`src/rtl/jir_pkg.sv`:
```
package jir_pkg;

    // Data register placed between TDI and TDO
    typedef enum logic [1:0] {
        DR_BYP = 2'd0,
        DR_DBG = 2'd1,
        DR_PRG = 2'd2
    } dr_sel_e;

    // Decoded meaning of an instruction code
    typedef enum logic [1:0] {
        OP_NOP = 2'd0,
        OP_BYP = 2'd1,
        OP_DBG = 2'd2,
        OP_PRG = 2'd3
    } ir_op_e;

endpackage

```
`src/rtl/jir_ir_stage.sv`:
```
module jir_ir_stage
    import jir_pkg::*;
#(
    parameter int                      IR_W      = 3,
    parameter logic [IR_W-1:0]         CODE_CAPT = 3'b001,
    parameter logic [IR_W-1:0]         CODE_RST  = 3'b011,
    parameter logic [IR_W-1:0]         CODE_DBG  = 3'b010,
    parameter logic [IR_W-1:0]         CODE_PRG  = 3'b100,
    parameter logic [(1<<IR_W)-1:0]    BYP_SET   = 8'hA8
) (
    input  logic            tck,
    input  logic            trst_n,
    input  logic            tdi,
    input  logic            st_tlr,
    input  logic            st_cap,
    input  logic            st_shift,
    input  logic            st_upd,
    output logic [IR_W-1:0] sh_o,
    output logic [IR_W-1:0] ir_o,
    output dr_sel_e         sel_o
);

    logic [IR_W-1:0] sh_q;
    logic [IR_W-1:0] ir_q;
    dr_sel_e         sel_q;
    dr_sel_e         sel_d;
    ir_op_e          op;

    // Instruction shift stage, rising edge
    always_ff @(posedge tck or negedge trst_n) begin
        if (!trst_n)
            sh_q <= CODE_CAPT;
        else if (st_cap)
            sh_q <= CODE_CAPT;
        else if (st_shift)
            sh_q <= {tdi, sh_q[IR_W-1:1]};
    end

    // Classify the code waiting in the shift stage
    always_comb begin
        if (BYP_SET[sh_q])
            op = OP_BYP;
        else if (sh_q == CODE_DBG)
            op = OP_DBG;
        else if (sh_q == CODE_PRG)
            op = OP_PRG;
        else
            op = OP_NOP;
    end

    // Next selection state
    always_comb begin
        sel_d = sel_q;
        if (st_tlr) begin
            sel_d = DR_BYP;
        end else if (st_upd) begin
            unique case (op)
                OP_BYP: sel_d = DR_BYP;
                OP_DBG: sel_d = DR_DBG;
                OP_PRG: sel_d = DR_PRG;
                OP_NOP: sel_d = sel_q;
            endcase
        end
    end

    // Selection state register, falling edge
    always_ff @(negedge tck or negedge trst_n) begin
        if (!trst_n)
            sel_q <= DR_BYP;
        else
            sel_q <= sel_d;
    end

    // Parallel instruction, falling edge
    always_ff @(negedge tck or negedge trst_n) begin
        if (!trst_n)
            ir_q <= CODE_RST;
        else if (st_tlr)
            ir_q <= CODE_RST;
        else if (st_upd)
            ir_q <= sh_q;
    end

    assign sh_o  = sh_q;
    assign ir_o  = ir_q;
    assign sel_o = sel_q;

endmodule

```
`src/rtl/jir_dr_reg.sv`:
```
module jir_dr_reg #(
    parameter int W = 10
) (
    input  logic         tck,
    input  logic         trst_n,
    input  logic         tdi,
    input  logic         act,
    input  logic         st_cap,
    input  logic         st_shift,
    input  logic         st_upd,
    output logic         lsb_o,
    output logic [W-1:0] par_o
);

    logic [W-1:0] sh_q;
    logic [W-1:0] par_q;

    // Serial stage: capture parallel value, then shift toward bit 0
    always_ff @(posedge tck or negedge trst_n) begin
        if (!trst_n)
            sh_q <= '0;
        else if (act && st_cap)
            sh_q <= par_q;
        else if (act && st_shift)
            sh_q <= {tdi, sh_q[W-1:1]};
    end

    // Parallel output, falling edge of update
    always_ff @(negedge tck or negedge trst_n) begin
        if (!trst_n)
            par_q <= '0;
        else if (act && st_upd)
            par_q <= sh_q;
    end

    assign lsb_o = sh_q[0];
    assign par_o = par_q;

endmodule

```
`src/rtl/jir_tdo_drv.sv`:
```
module jir_tdo_drv (
    input  logic tck,
    input  logic trst_n,
    input  logic in_ir,
    input  logic in_dr,
    input  logic ir_bit,
    input  logic dr_bit,
    output logic tdo,
    output logic tdo_oe
);

    always_ff @(negedge tck or negedge trst_n) begin
        if (!trst_n) begin
            tdo    <= 1'b0;
            tdo_oe <= 1'b0;
        end else if (in_ir) begin
            tdo    <= ir_bit;
            tdo_oe <= 1'b1;
        end else if (in_dr) begin
            tdo    <= dr_bit;
            tdo_oe <= 1'b1;
        end else begin
            tdo    <= 1'b0;
            tdo_oe <= 1'b0;
        end
    end

endmodule

```
`src/rtl/jtag_ir_dpath.sv`:
```
module jtag_ir_dpath
    import jir_pkg::*;
#(
    parameter int                   IR_W      = 3,
    parameter int                   DBG_W     = 10,
    parameter int                   PRG_W     = 3,
    parameter logic [IR_W-1:0]      CODE_CAPT = 3'b001,
    parameter logic [IR_W-1:0]      CODE_RST  = 3'b011,
    parameter logic [IR_W-1:0]      CODE_DBG  = 3'b010,
    parameter logic [IR_W-1:0]      CODE_PRG  = 3'b100,
    parameter logic [(1<<IR_W)-1:0] BYP_SET   = 8'hA8
) (
    input  logic             tck,
    input  logic             trst_n,
    input  logic             tdi,
    input  logic             tap_tlr,
    input  logic             tap_cap_ir,
    input  logic             tap_shift_ir,
    input  logic             tap_upd_ir,
    input  logic             tap_cap_dr,
    input  logic             tap_shift_dr,
    input  logic             tap_upd_dr,
    output logic             tdo,
    output logic             tdo_oe,
    output logic [IR_W-1:0]  instr_q,
    output logic [DBG_W-1:0] dbg_par,
    output logic [PRG_W-1:0] prg_par
);

    logic [IR_W-1:0] ir_sh;
    dr_sel_e         sel_q;
    logic            byp_q;
    logic            dbg_lsb;
    logic            prg_lsb;
    logic            dr_bit;

    jir_ir_stage #(
        .IR_W      (IR_W),
        .CODE_CAPT (CODE_CAPT),
        .CODE_RST  (CODE_RST),
        .CODE_DBG  (CODE_DBG),
        .CODE_PRG  (CODE_PRG),
        .BYP_SET   (BYP_SET)
    ) u_ir (
        .tck      (tck),
        .trst_n   (trst_n),
        .tdi      (tdi),
        .st_tlr   (tap_tlr),
        .st_cap   (tap_cap_ir),
        .st_shift (tap_shift_ir),
        .st_upd   (tap_upd_ir),
        .sh_o     (ir_sh),
        .ir_o     (instr_q),
        .sel_o    (sel_q)
    );

    // Single bypass cell, captures zero
    always_ff @(posedge tck or negedge trst_n) begin
        if (!trst_n)
            byp_q <= 1'b0;
        else if (sel_q == DR_BYP && tap_cap_dr)
            byp_q <= 1'b0;
        else if (sel_q == DR_BYP && tap_shift_dr)
            byp_q <= tdi;
    end

    jir_dr_reg #(.W(DBG_W)) u_dbg (
        .tck      (tck),
        .trst_n   (trst_n),
        .tdi      (tdi),
        .act      (sel_q == DR_DBG),
        .st_cap   (tap_cap_dr),
        .st_shift (tap_shift_dr),
        .st_upd   (tap_upd_dr),
        .lsb_o    (dbg_lsb),
        .par_o    (dbg_par)
    );

    jir_dr_reg #(.W(PRG_W)) u_prg (
        .tck      (tck),
        .trst_n   (trst_n),
        .tdi      (tdi),
        .act      (sel_q == DR_PRG),
        .st_cap   (tap_cap_dr),
        .st_shift (tap_shift_dr),
        .st_upd   (tap_upd_dr),
        .lsb_o    (prg_lsb),
        .par_o    (prg_par)
    );

    // Serial return path for the selected data register
    always_comb begin
        unique case (sel_q)
            DR_DBG:  dr_bit = dbg_lsb;
            DR_PRG:  dr_bit = prg_lsb;
            default: dr_bit = byp_q;
        endcase
    end

    jir_tdo_drv u_tdo (
        .tck    (tck),
        .trst_n (trst_n),
        .in_ir  (tap_shift_ir),
        .in_dr  (tap_shift_dr),
        .ir_bit (ir_sh[0]),
        .dr_bit (dr_bit),
        .tdo    (tdo),
        .tdo_oe (tdo_oe)
    );

endmodule

```
`config.mk`:
```
export PLATFORM = sky130hd
export DESIGN_NAME = jtag_ir_dpath
export DESIGN_NICKNAME = d
export VERILOG_FILES = /design/src/rtl/jir_pkg.sv /design/src/rtl/jir_ir_stage.sv /design/src/rtl/jir_dr_reg.sv /design/src/rtl/jir_tdo_drv.sv /design/src/rtl/jtag_ir_dpath.sv
export SDC_FILE = /design/constraint.sdc
export NUM_CORES = 1
export LEC_CHECK = 0
export ABC_AREA = 1
export BUFFER_PORTS_ARGS = -buffer_cell sky130_fd_sc_hd__buf_2
export CELL_PAD_IN_SITES_DETAIL_PLACEMENT = 0
export CELL_PAD_IN_SITES_GLOBAL_PLACEMENT = 2
export CORE_UTILIZATION = 35
export CTS_BUF_LIST = sky130_fd_sc_hd__clkbuf_16
export CTS_CLUSTER_DIAMETER = 40
export DETAILED_ROUTE_END_ITERATION = 7
export MAX_ROUTING_LAYER = met4
export PLACE_DENSITY_LB_ADDON = 0.2
export SYNTH_ARGS = -nofsm -noshare
export SYNTH_HDL_FRONTEND = slang
export SYNTH_SLANG_ARGS = --single-unit
```
`constraint.sdc`:
```
create_clock -name tck -period 3.93 [get_ports tck]
set_clock_uncertainty 0.1 [all_clocks]
set_input_delay 0.786 -clock tck [delete_from_list [all_inputs] [get_ports tck]]
set_output_delay 0.786 -clock tck [all_outputs]
set_load 0.01 [all_outputs]
```
==> flow_metrics.py, run 1 <==
metrics = {
    "timing": {
        "setup-violations-final": 0,
        "finalMaxSlewViolations": 0,
        "fin_ws_ns": 0.0915,
        "fin_tns_setup_ns": 0,
        "worstMarginPinSlew_ns": 0.537,
        "hold_viol_final": 0,
        "slew_headroom": 0.641,
        "rsz0062_at_grt": "no",
    },
    "synthesis": {
        "yosysWarnings": 0,
        "syn_inst": 179,
        "synthDistinctLibCells": 23,
        "syn_nets": 192,
        "ys.flop_type": "dfrtn_1",
        "synth_edf_count": 0,
        "async_reset_ff_frac": 1.00,
        "avgSynthCellArea_sq_um": 9.06,
        "synth_area_leaders": "dfrtn_1, dfrtp_1, o21ai_0",
        "seq_area_frac_synth": 0.573,
        "synth_top_area_cell": "dfrtn_1",
        "yosysMostFrequentCell": "nand2_1",
        "synth_common_cells": "nand2_1, o21ai_0, inv_1, o21ai_1, dfrtn_1",
        "yosys_register_bits": 37,
        "syn_area_sq_um": 1620,
        "synth_top_cell_area_share": 0.278,
    },
    "cts": {
        "clk_latency_ns": 0.30,
        "postCtsHoldBufs": 0,
        "cts_num_sinks": 37,
        "htree_levels": 2,
        "cts_setup_buffers": 0,
        "root_buffer": "clkbuf_16",
        "clk_path_buf_depth": 2,
        "cts_resized": 0,
        "cts_tree": "yes",
        "cts_buffers": 5,
        "clk_pin_slew_worst_paths_ns": 0.04,
    },
    "global_route": {
        "grt_pass1_wl_um": 5930,
        "grt_max_degree": 38,
        "grt_pass1_vias": 1367,
        "grt_remaining_overflow": 0,
        "antenna_found_initial": 0,
        "grt_util_all_layers": 0.159,
    },
    "pwr": {
        "p_leak_uw": 0.00102,
        "power_density_nw_per_um2": 548,
        "peakVddDrop_v": 0.000211,
        "total_power_uw": 1080,
    },
    "place": {
        "place_inst": 257,
        "detailed_place_hpwl_um": 2380,
        "io_buffers": 27,
        "globalplace.congestion": 0.711,
        "placed_cell_area_sq_um": 1840,
        "dp_slack_ns": 0.195,
    },
    "worst_setup_path": {
        "reg2reg_from": "u_ir.sel_o[1]",
        "slowest_delay_ns": 0.52,
        "path_buf_inv": 1,
        "critical_path.max_fanout": 2,
        "cp-start-kind": "flop",
        "arrival_ns": 2.95,
        "cpLargestDelayFamily": "flip-flops",
        "critPathLaunch": "u_ir.ir_o[0]",
        "path_cells": "buf_2",
        "slowest_stage": "dfstp_2",
        "timing_worst_setup_path_type": "reg2out",
        "crit_path_end_kind": "output port",
        "required_ns": 3.04,
    },
    "floorplanning": {
        "io_pins": 28,
        "die_area_sq_um": 4910,
        "placementRows": 24,
        "die_h_um": 70.1,
        "initial_core_util": 0.367,
        "dieWidth_um": 70.1,
        "core_sq_um": 4410,
    },
    "finish": {
        "fill_cells": 439,
        "syn_to_final_growth_pct": 22.0,
        "seqCellArea_sq_um": 930,
        "finalNetCount": 226,
        "antenna_cells": 0,
        "drive_gt1_frac": 0.220,
        "final_cells": 266,
        "design_area_sq_um": 1980,
        "multi_input_area_sq_um": 577,
    },
    "drt": {
        "wl_per_cell_um": 12.5,
        "dr.first_iter.drc_count": 47,
        "vias": 1289,
        "firstDrtPassIters": 4,
        "routed_wl_um": 3330,
        "ant_nets": 0,
        "vias_per_cell": 4.85,
        "drc_errors": 0,
    },
    "min_path": {
        "hold_class": "reg2reg",
        "hp-start": "u_dbg.par_o[5]",
    },
    "status": {
        "status": "complete, no violations",
    },
    "job": {
        "drv_cap": 0,
    },
}
[state kept, by name, indices dropped and copies added (netlist names)]
name,count
u_tdo.tdo_oe,1
u_prg.sh_q,3
u_prg.par_o,3
u_dbg.sh_q,10
u_dbg.par_o,10
u_ir.ir_o,3
u_ir.sh_o,3
u_ir.sel_o,2
byp_q,1
u_tdo.tdo,1
[cell type report]
type,count,share of cell area
clock buffers,5,0.0633
clock inverters,5,0.0108
inverters,22,0.0417
multi-input cells,114,0.292
flip-flops and latches,37,0.470
well taps,52,0.0329
repair buffers,31,0.0898
[per-layer routing]
layer | global-route usage | vias up | routed length, um
met3 | 0.0361 | 7 | 92
li1 | - | 659 | -
met2 | 0.261 | 20 | 1610
met5 | - | - | 0
met1 | 0.179 | 603 | 1540
met4 | 0.0867 | 0 | 82
[worst min-delay path, delay by kind of cell, from the launching register on]
family          cells  cell delay, ns
simple gates        1            0.05
compound gates      1            0.06
flops               1            0.42
[cell families after synthesis]
group,share of synthesized area
buf+inv,0.0710
compound gates,0.181
simple gates,0.131
mux,0.0208
fa+ha+maj,0.0232
flops,0.573
[layout by cell type, fill, tap and decap left out, types with 5 or more instances in the layout]
cell	instances
dfrtn_1	18
clkbuf_16	5
o21ai_0	28
nor2_1	5
dfrtp_1	16
buf_2	27
nand2_1	36
inv_1	25
o21ai_1	23
nand3_1	5
[stage by stage]
stage / hold WS [ns] / util
after global placement: 0.347 / 0.416
after floorplan: 0.328 / -
final: 0.349 / 0.448
after CTS: 0.356 / 0.448
after detailed placement: 0.354 / 0.416
after global routing: 0.360 / 0.448
[final timing paths]
| kind | cells after the start | slack, ns | to |
|---|---|---|---|
| max in group asynchronous | 2 | 1.21 | u_ir.ir_o[1] |
| max | 1 | 0.09 | instr_q[0] |
| min in group asynchronous | 2 | 0.37 | u_prg.sh_q[1] |
| min reg2reg | 2 | 0.35 | u_dbg.par_o[5] |
| max reg2reg | 5 | 0.42 | u_dbg.sh_q[4] |
| min | 2 | 0.35 | u_dbg.par_o[5] |
[report_power, final]
part	switching [uW]	internal, uW
combinational	105	73.0
clock	149	233
sequential	48.6	477
total	303	782
Power figures use the tool's default switching activity.
==> run 2, diff against run 1 <==
--- a/config.mk
+++ b/config.mk
@@ -14,7 +14,7 @@
 export CTS_CLUSTER_DIAMETER = 40
 export DETAILED_ROUTE_END_ITERATION = 7
 export MAX_ROUTING_LAYER = met4
-export PLACE_DENSITY_LB_ADDON = 0.2
+export PLACE_DENSITY = 0.87
 export SYNTH_ARGS = -nofsm -noshare
 export SYNTH_HDL_FRONTEND = slang
 export SYNTH_SLANG_ARGS = --single-unit
==> run 2 against run 1 <==
Effect of this change: die area did not move; sequential share of layout area fell by 0.47 points; hold slack improved by 0.0050 ns; combinational power barely moved; register-to-register slack got worse by 0.05 ns; sequential cell count did not move; critical path depth did not move; worst setup slack improved by 0.0050 ns; total power rose by 3.4%; clock-buffer cell count rose by 1.
==> flow_metrics.py, run 2 (synthesis gave the netlist of run 1 again) <==
metrics = {
    "drt": {
        "routed_wl_um": 3200,
        "ant_nets": 0,
        "wl_per_cell_um": 12.0,
        "drc_errors": 0,
        "firstDrtPassIters": 5,
        "vias_per_cell": 4.84,
        "vias": 1288,
        "dr.first_iter.drc_count": 57,
    },
    "floorplanning": {
        "initial_core_util": 0.367,
        "placementRows": 24,
        "dieWidth_um": 70.1,
        "die_area_sq_um": 4910,
        "core_sq_um": 4410,
        "die_h_um": 70.1,
        "io_pins": 28,
    },
    "worst_setup_path": {
        "reg2reg_from": "u_ir.sel_o[1]",
        "timing_worst_setup_path_type": "reg2out",
        "cpLargestDelayFamily": "flip-flops",
        "slowest_delay_ns": 0.52,
        "path_buf_inv": 1,
        "critPathLaunch": "u_ir.ir_o[1]",
        "crit_path_end_kind": "output port",
        "reg2reg_slack_ns": 0.37,
        "critical_path.max_fanout": 2,
        "required_ns": 3.04,
        "reg2reg_depth": 5,
        "path_depth": 1,
        "slowest_stage": "dfstp_2",
        "path_cells": "buf_2",
        "cp-start-kind": "flop",
        "arrival_ns": 2.95,
    },
    "cts": {
        "cts_num_sinks": 37,
        "clk_pin_slew_worst_paths_ns": 0.04,
        "cts_tree": "yes",
        "clk_path_buf_depth": 2,
        "postCtsHoldBufs": 0,
        "cts_buffers": 5,
        "root_buffer": "clkbuf_16",
        "clk_latency_ns": 0.30,
        "cts_setup_buffers": 0,
        "cts_resized": 0,
        "htree_levels": 2,
    },
    "finish": {
        "drive_gt1_frac": 0.220,
        "syn_to_final_growth_pct": 23.2,
        "design_area_sq_um": 2000,
        "antenna_cells": 0,
        "finalNetCount": 226,
        "final_cell_mix": "nand2_1, o21ai_0, buf_2",
        "final_common_cell": "nand2_1",
    },
    "pwr": {
        "power_density_nw_per_um2": 562,
        "p_leak_uw": 0.00102,
        "total_power_uw": 1120,
        "peakVddDrop_v": 0.000192,
    },
    "global_route": {
        "grt_remaining_overflow": 0,
        "grt_util_all_layers": 0.146,
        "grt_max_degree": 38,
        "antenna_found_initial": 0,
        "grt_pass1_wl_um": 5410,
        "grt_pass1_vias": 1219,
    },
    "timing": {
        "slew_headroom": 0.633,
        "finalMaxSlewViolations": 0,
        "fin_tns_setup_ns": 0,
        "rsz0062_at_grt": "no",
        "hold_viol_final": 0,
        "holdWs_ns": 0.354,
        "setup-violations-final": 0,
        "worstMarginPinSlew_ns": 0.549,
    },
    "job": {
        "drv_cap": 0,
    },
    "status": {
        "status": "complete, no violations",
    },
    "place": {
        "placed_cell_area_sq_um": 1840,
        "io_buffers": 27,
        "detailed_place_hpwl_um": 2270,
        "globalplace.congestion": 0.785,
    },
    "min_path": {
        "hold_depth": 2,
        "hold_class": "reg2reg",
        "hp-start": "u_ir.sel_o[1]",
    },
}
[run 2: cell types whose count changed in the layout (fill, tap and decap cells not counted)]
cell | previous run | this run
clkinv_2 | 2 | 0
clkbuf_16 | 5 | 6
clkinv_1 | 0 | 1
clkinvlp_2 | 0 | 1
inv_1 | 25 | 24
[run 2: path summary, 6_finish.rpt]
check / end
max in group asynchronous: u_ir.ir_o[0]
worst max-delay path: instr_q[1]
min in group asynchronous: u_dbg.sh_q[7]
worst min-delay path: u_ir.sel_o[1]
worst max register to register: u_dbg.sh_q[7]
worst min register to register: u_ir.sel_o[1]
[run 2: final cells by class]
class                   instances  area [sq um]
inverters                      22          82.6
fillers                       431          2420
flip-flops and latches         37           930
repair buffers                 31           178
clock buffers                   6           150
well taps                      52          65.1
multi-input cells             114           577
clock inverters                 4          16.3
[run 2: per-layer routing]
| layer | wire, um | track usage | vias up |
|---|---|---|---|
| met1 | 1440 | 0.170 | 597 |
| met5 | 0 | - | - |
| met3 | 145 | 0.0476 | 7 |
| met4 | 57 | 0.0622 | 0 |
| li1 | - | - | 653 |
| met2 | 1550 | 0.232 | 31 |
[run 2: tightest hold or removal path: stages, from the launching register on]
cell and delay [ns]:
dfrtn_1 0.43, nand2_1 0.06, nand2_1 0.05
[run 2: metrics by stage]
| stage | setup slack [ns] | cells | utilization |
|---|---|---|---|
| after detailed placement | 0.169 | 257 | 0.416 |
| after CTS | 0.0864 | 266 | 0.453 |
| after floorplan | 0.502 | 179 | - |
| final | 0.0966 | 266 | 0.453 |
| after global routing | 0.0598 | 266 | 0.453 |
| after global placement | 0.238 | 257 | 0.416 |
[run 2: where the power goes]
group	total, uW	switching [uW]	internal [uW]
Clock	418	146	272
Sequential	525	48.4	477
Combinational	179	106	73.0
==> run 3, diff against run 2 <==
--- a/config.mk
+++ b/config.mk
@@ -9,12 +9,12 @@
 export BUFFER_PORTS_ARGS = -buffer_cell sky130_fd_sc_hd__buf_2
 export CELL_PAD_IN_SITES_DETAIL_PLACEMENT = 0
 export CELL_PAD_IN_SITES_GLOBAL_PLACEMENT = 2
-export CORE_UTILIZATION = 35
+export CORE_UTILIZATION = 30
 export CTS_BUF_LIST = sky130_fd_sc_hd__clkbuf_16
 export CTS_CLUSTER_DIAMETER = 40
 export DETAILED_ROUTE_END_ITERATION = 7
 export MAX_ROUTING_LAYER = met4
-export PLACE_DENSITY = 0.87
+export PLACE_DENSITY = 0.8
 export SYNTH_ARGS = -nofsm -noshare
 export SYNTH_HDL_FRONTEND = slang
 export SYNTH_SLANG_ARGS = --single-unit
==> constraint.sdc (replaced) <==
create_clock -name tck -period 3.1 [get_ports tck]
set_clock_uncertainty 0.1 [all_clocks]
set_input_delay 0.62 -clock tck [delete_from_list [all_inputs] [get_ports tck]]
set_output_delay 0.62 -clock tck [all_outputs]
set_load 0.01 [all_outputs]
==> run 3 against run 2 <==
Effect of this change: the flow now finishes with violations (negative setup slack); sequential share of layout area decreased by 4.2 points; global-route usage is essentially flat; via count increased by 6.4%; register-to-register slack worse by 0.25 ns; clock-buffer cell count decreased by 1; non-clock buffer count up 20; highest routed layer unchanged; wire length rose by 8.9%; critical endpoint is now instr_q[0]; critical path depth unchanged; sequential power grew 25%.
==> flow_metrics.py, run 3 (synthesis gave the netlist of run 1 again) <==
metrics = {
    "global_route": {
        "grt_max_degree": 21,
        "grt_pass1_wl_um": 5970,
        "grt_util_all_layers": 0.146,
        "grt_pass1_vias": 1342,
        "grt_remaining_overflow": 0,
        "antenna_found_initial": 0,
    },
    "floorplanning": {
        "die_area_sq_um": 5700,
        "placementRows": 26,
        "die_h_um": 75.5,
        "core_sq_um": 5170,
        "dieWidth_um": 75.5,
        "io_pins": 28,
        "initial_core_util": 0.313,
    },
    "pwr": {
        "power_density_nw_per_um2": 666,
        "clockPowerShare": 0.332,
        "comb_power_share": 0.218,
        "peakVddDrop_v": 0.000293,
        "p_sw_frac": 0.277,
        "power.switching_uw": 405,
        "intPower_uw": 1060,
        "seq_power_share": 0.450,
        "p_leak_uw": 0.00114,
    },
    "finish": {
        "design_area_sq_um": 2200,
        "final_common_cell": "nand2_1",
        "finalNetCount": 246,
        "syn_to_final_growth_pct": 35.4,
        "seqCellArea_sq_um": 930,
        "final_cell_mix": "nand2_1, o21ai_0, inv_1",
        "fill_cells": 531,
        "antenna_cells": 0,
        "drive_gt1_frac": 0.303,
        "multi_input_area_sq_um": 594,
    },
    "cts": {
        "clk_path_buf_depth": 2,
        "clk_latency_ns": 0.30,
        "cts_tree": "yes",
        "cts_buffers": 5,
        "root_buffer": "clkbuf_16",
        "htree_levels": 2,
        "cts_num_sinks": 37,
        "clk_pin_slew_worst_paths_ns": 0.06,
    },
    "drt": {
        "firstDrtPassIters": 4,
        "drc_errors": 0,
        "wl_per_cell_um": 11.5,
        "vias_per_cell": 4.51,
        "vias": 1370,
        "routed_wl_um": 3490,
        "dr.first_iter.drc_count": 66,
        "ant_nets": 0,
    },
    "worst_setup_path": {
        "timing_worst_setup_path_type": "reg2out",
        "path_cells": "buf_6",
        "cp-start-kind": "flop",
        "slowest_stage": "dfstp_2",
        "required_ns": 2.38,
        "path_buf_inv": 1,
        "crit_path_end_kind": "output port",
        "arrival_ns": 2.52,
        "slowest_delay_ns": 0.53,
        "cpLargestDelayFamily": "flip-flops",
        "critical_path.max_fanout": 2,
    },
    "timing": {
        "setup-violations-final": 8,
        "hold_viol_final": 0,
        "slew_headroom": 0.806,
        "worstMarginPinSlew_ns": 0.290,
        "holdWs_ns": 0.121,
        "fin_tns_setup_ns": -0.317,
        "finalMaxSlewViolations": 0,
        "rsz0062_at_grt": "yes",
        "fin_ws_ns": -0.142,
    },
    "job": {
        "drv_cap": 0,
    },
    "place": {
        "placed_cell_area_sq_um": 1870,
        "globalplace.congestion": 0.771,
        "detailed_place_hpwl_um": 2460,
        "io_buffers": 27,
        "dp_slack_ns": -0.0249,
    },
    "status": {
        "violations": "negative setup slack",
        "status": "finished with violations",
    },
    "min_path": {
        "hold_class": "in2async",
    },
}
[run 3: cell types whose count changed in the layout (fill, tap and decap cells not counted), moves of 2 or more]
cell / delta
buf_2: -4
buf_4: +19
buf_6: +5
ha_1: -2
ha_2: +2
nand2_1: -3
nand2_2: +2
[run 3: power by group through the flow]
| stage | Clock [uW] | Combinational, uW | Sequential [uW] |
|---|---|---|---|
| floorplan | 6.06 | 116 | 682 |
| global placement | 6.06 | 226 | 677 |
| detailed placement | 6.06 | 231 | 677 |
| CTS | 500 | 301 | 656 |
| global route | 519 | 370 | 676 |
| finish | 485 | 318 | 658 |
[run 3: path summary, 6_finish.rpt]
check,startpoint,endpoint,slack [ns],cells past startpoint
max in group asynchronous,trst_n,u_tdo.tdo_oe,0.89,2
min in group tck,u_ir.sel_o[1],u_ir.sel_o[1],0.35,2
min reg2reg,u_ir.sel_o[1],u_ir.sel_o[1],0.35,2
min,trst_n,u_dbg.sh_q[1],0.12,1
max,u_ir.ir_o[0],instr_q[0],-0.14,1
max reg2reg,u_ir.sel_o[1],u_dbg.sh_q[8],0.12,7
[run 3: timing repair]
action,CTS,global route
buffers inserted,14,4
hold buffers,0,0
gates resized for setup,3,8
setup endpoints to repair,26,28
[run 3: layer usage]
metal | up-vias | wire length (um) | global-route usage
li1 | 693 | - | -
met4 | 0 | 54 | 0.0494
met2 | 26 | 1580 | 0.226
met1 | 644 | 1750 | 0.187
met5 | - | 0 | -
met3 | 7 | 103 | 0.0384
[run 3: per-stage QoR]
step	utilization	total power [uW]	std cells
after floorplan	-	804	179
after global placement	0.362	909	277
after detailed placement	0.362	914	277
after CTS	0.413	1460	300
after global routing	0.425	1560	304
final	0.425	1460	304
[run 3: final cells by class]
type,count,area share
clock buffers,5,0.0570
clock inverters,5,0.00912
inverters,22,0.0376
multi-input cells,114,0.271
flip-flops and latches,37,0.423
well taps,70,0.0399
repair buffers,51,0.162
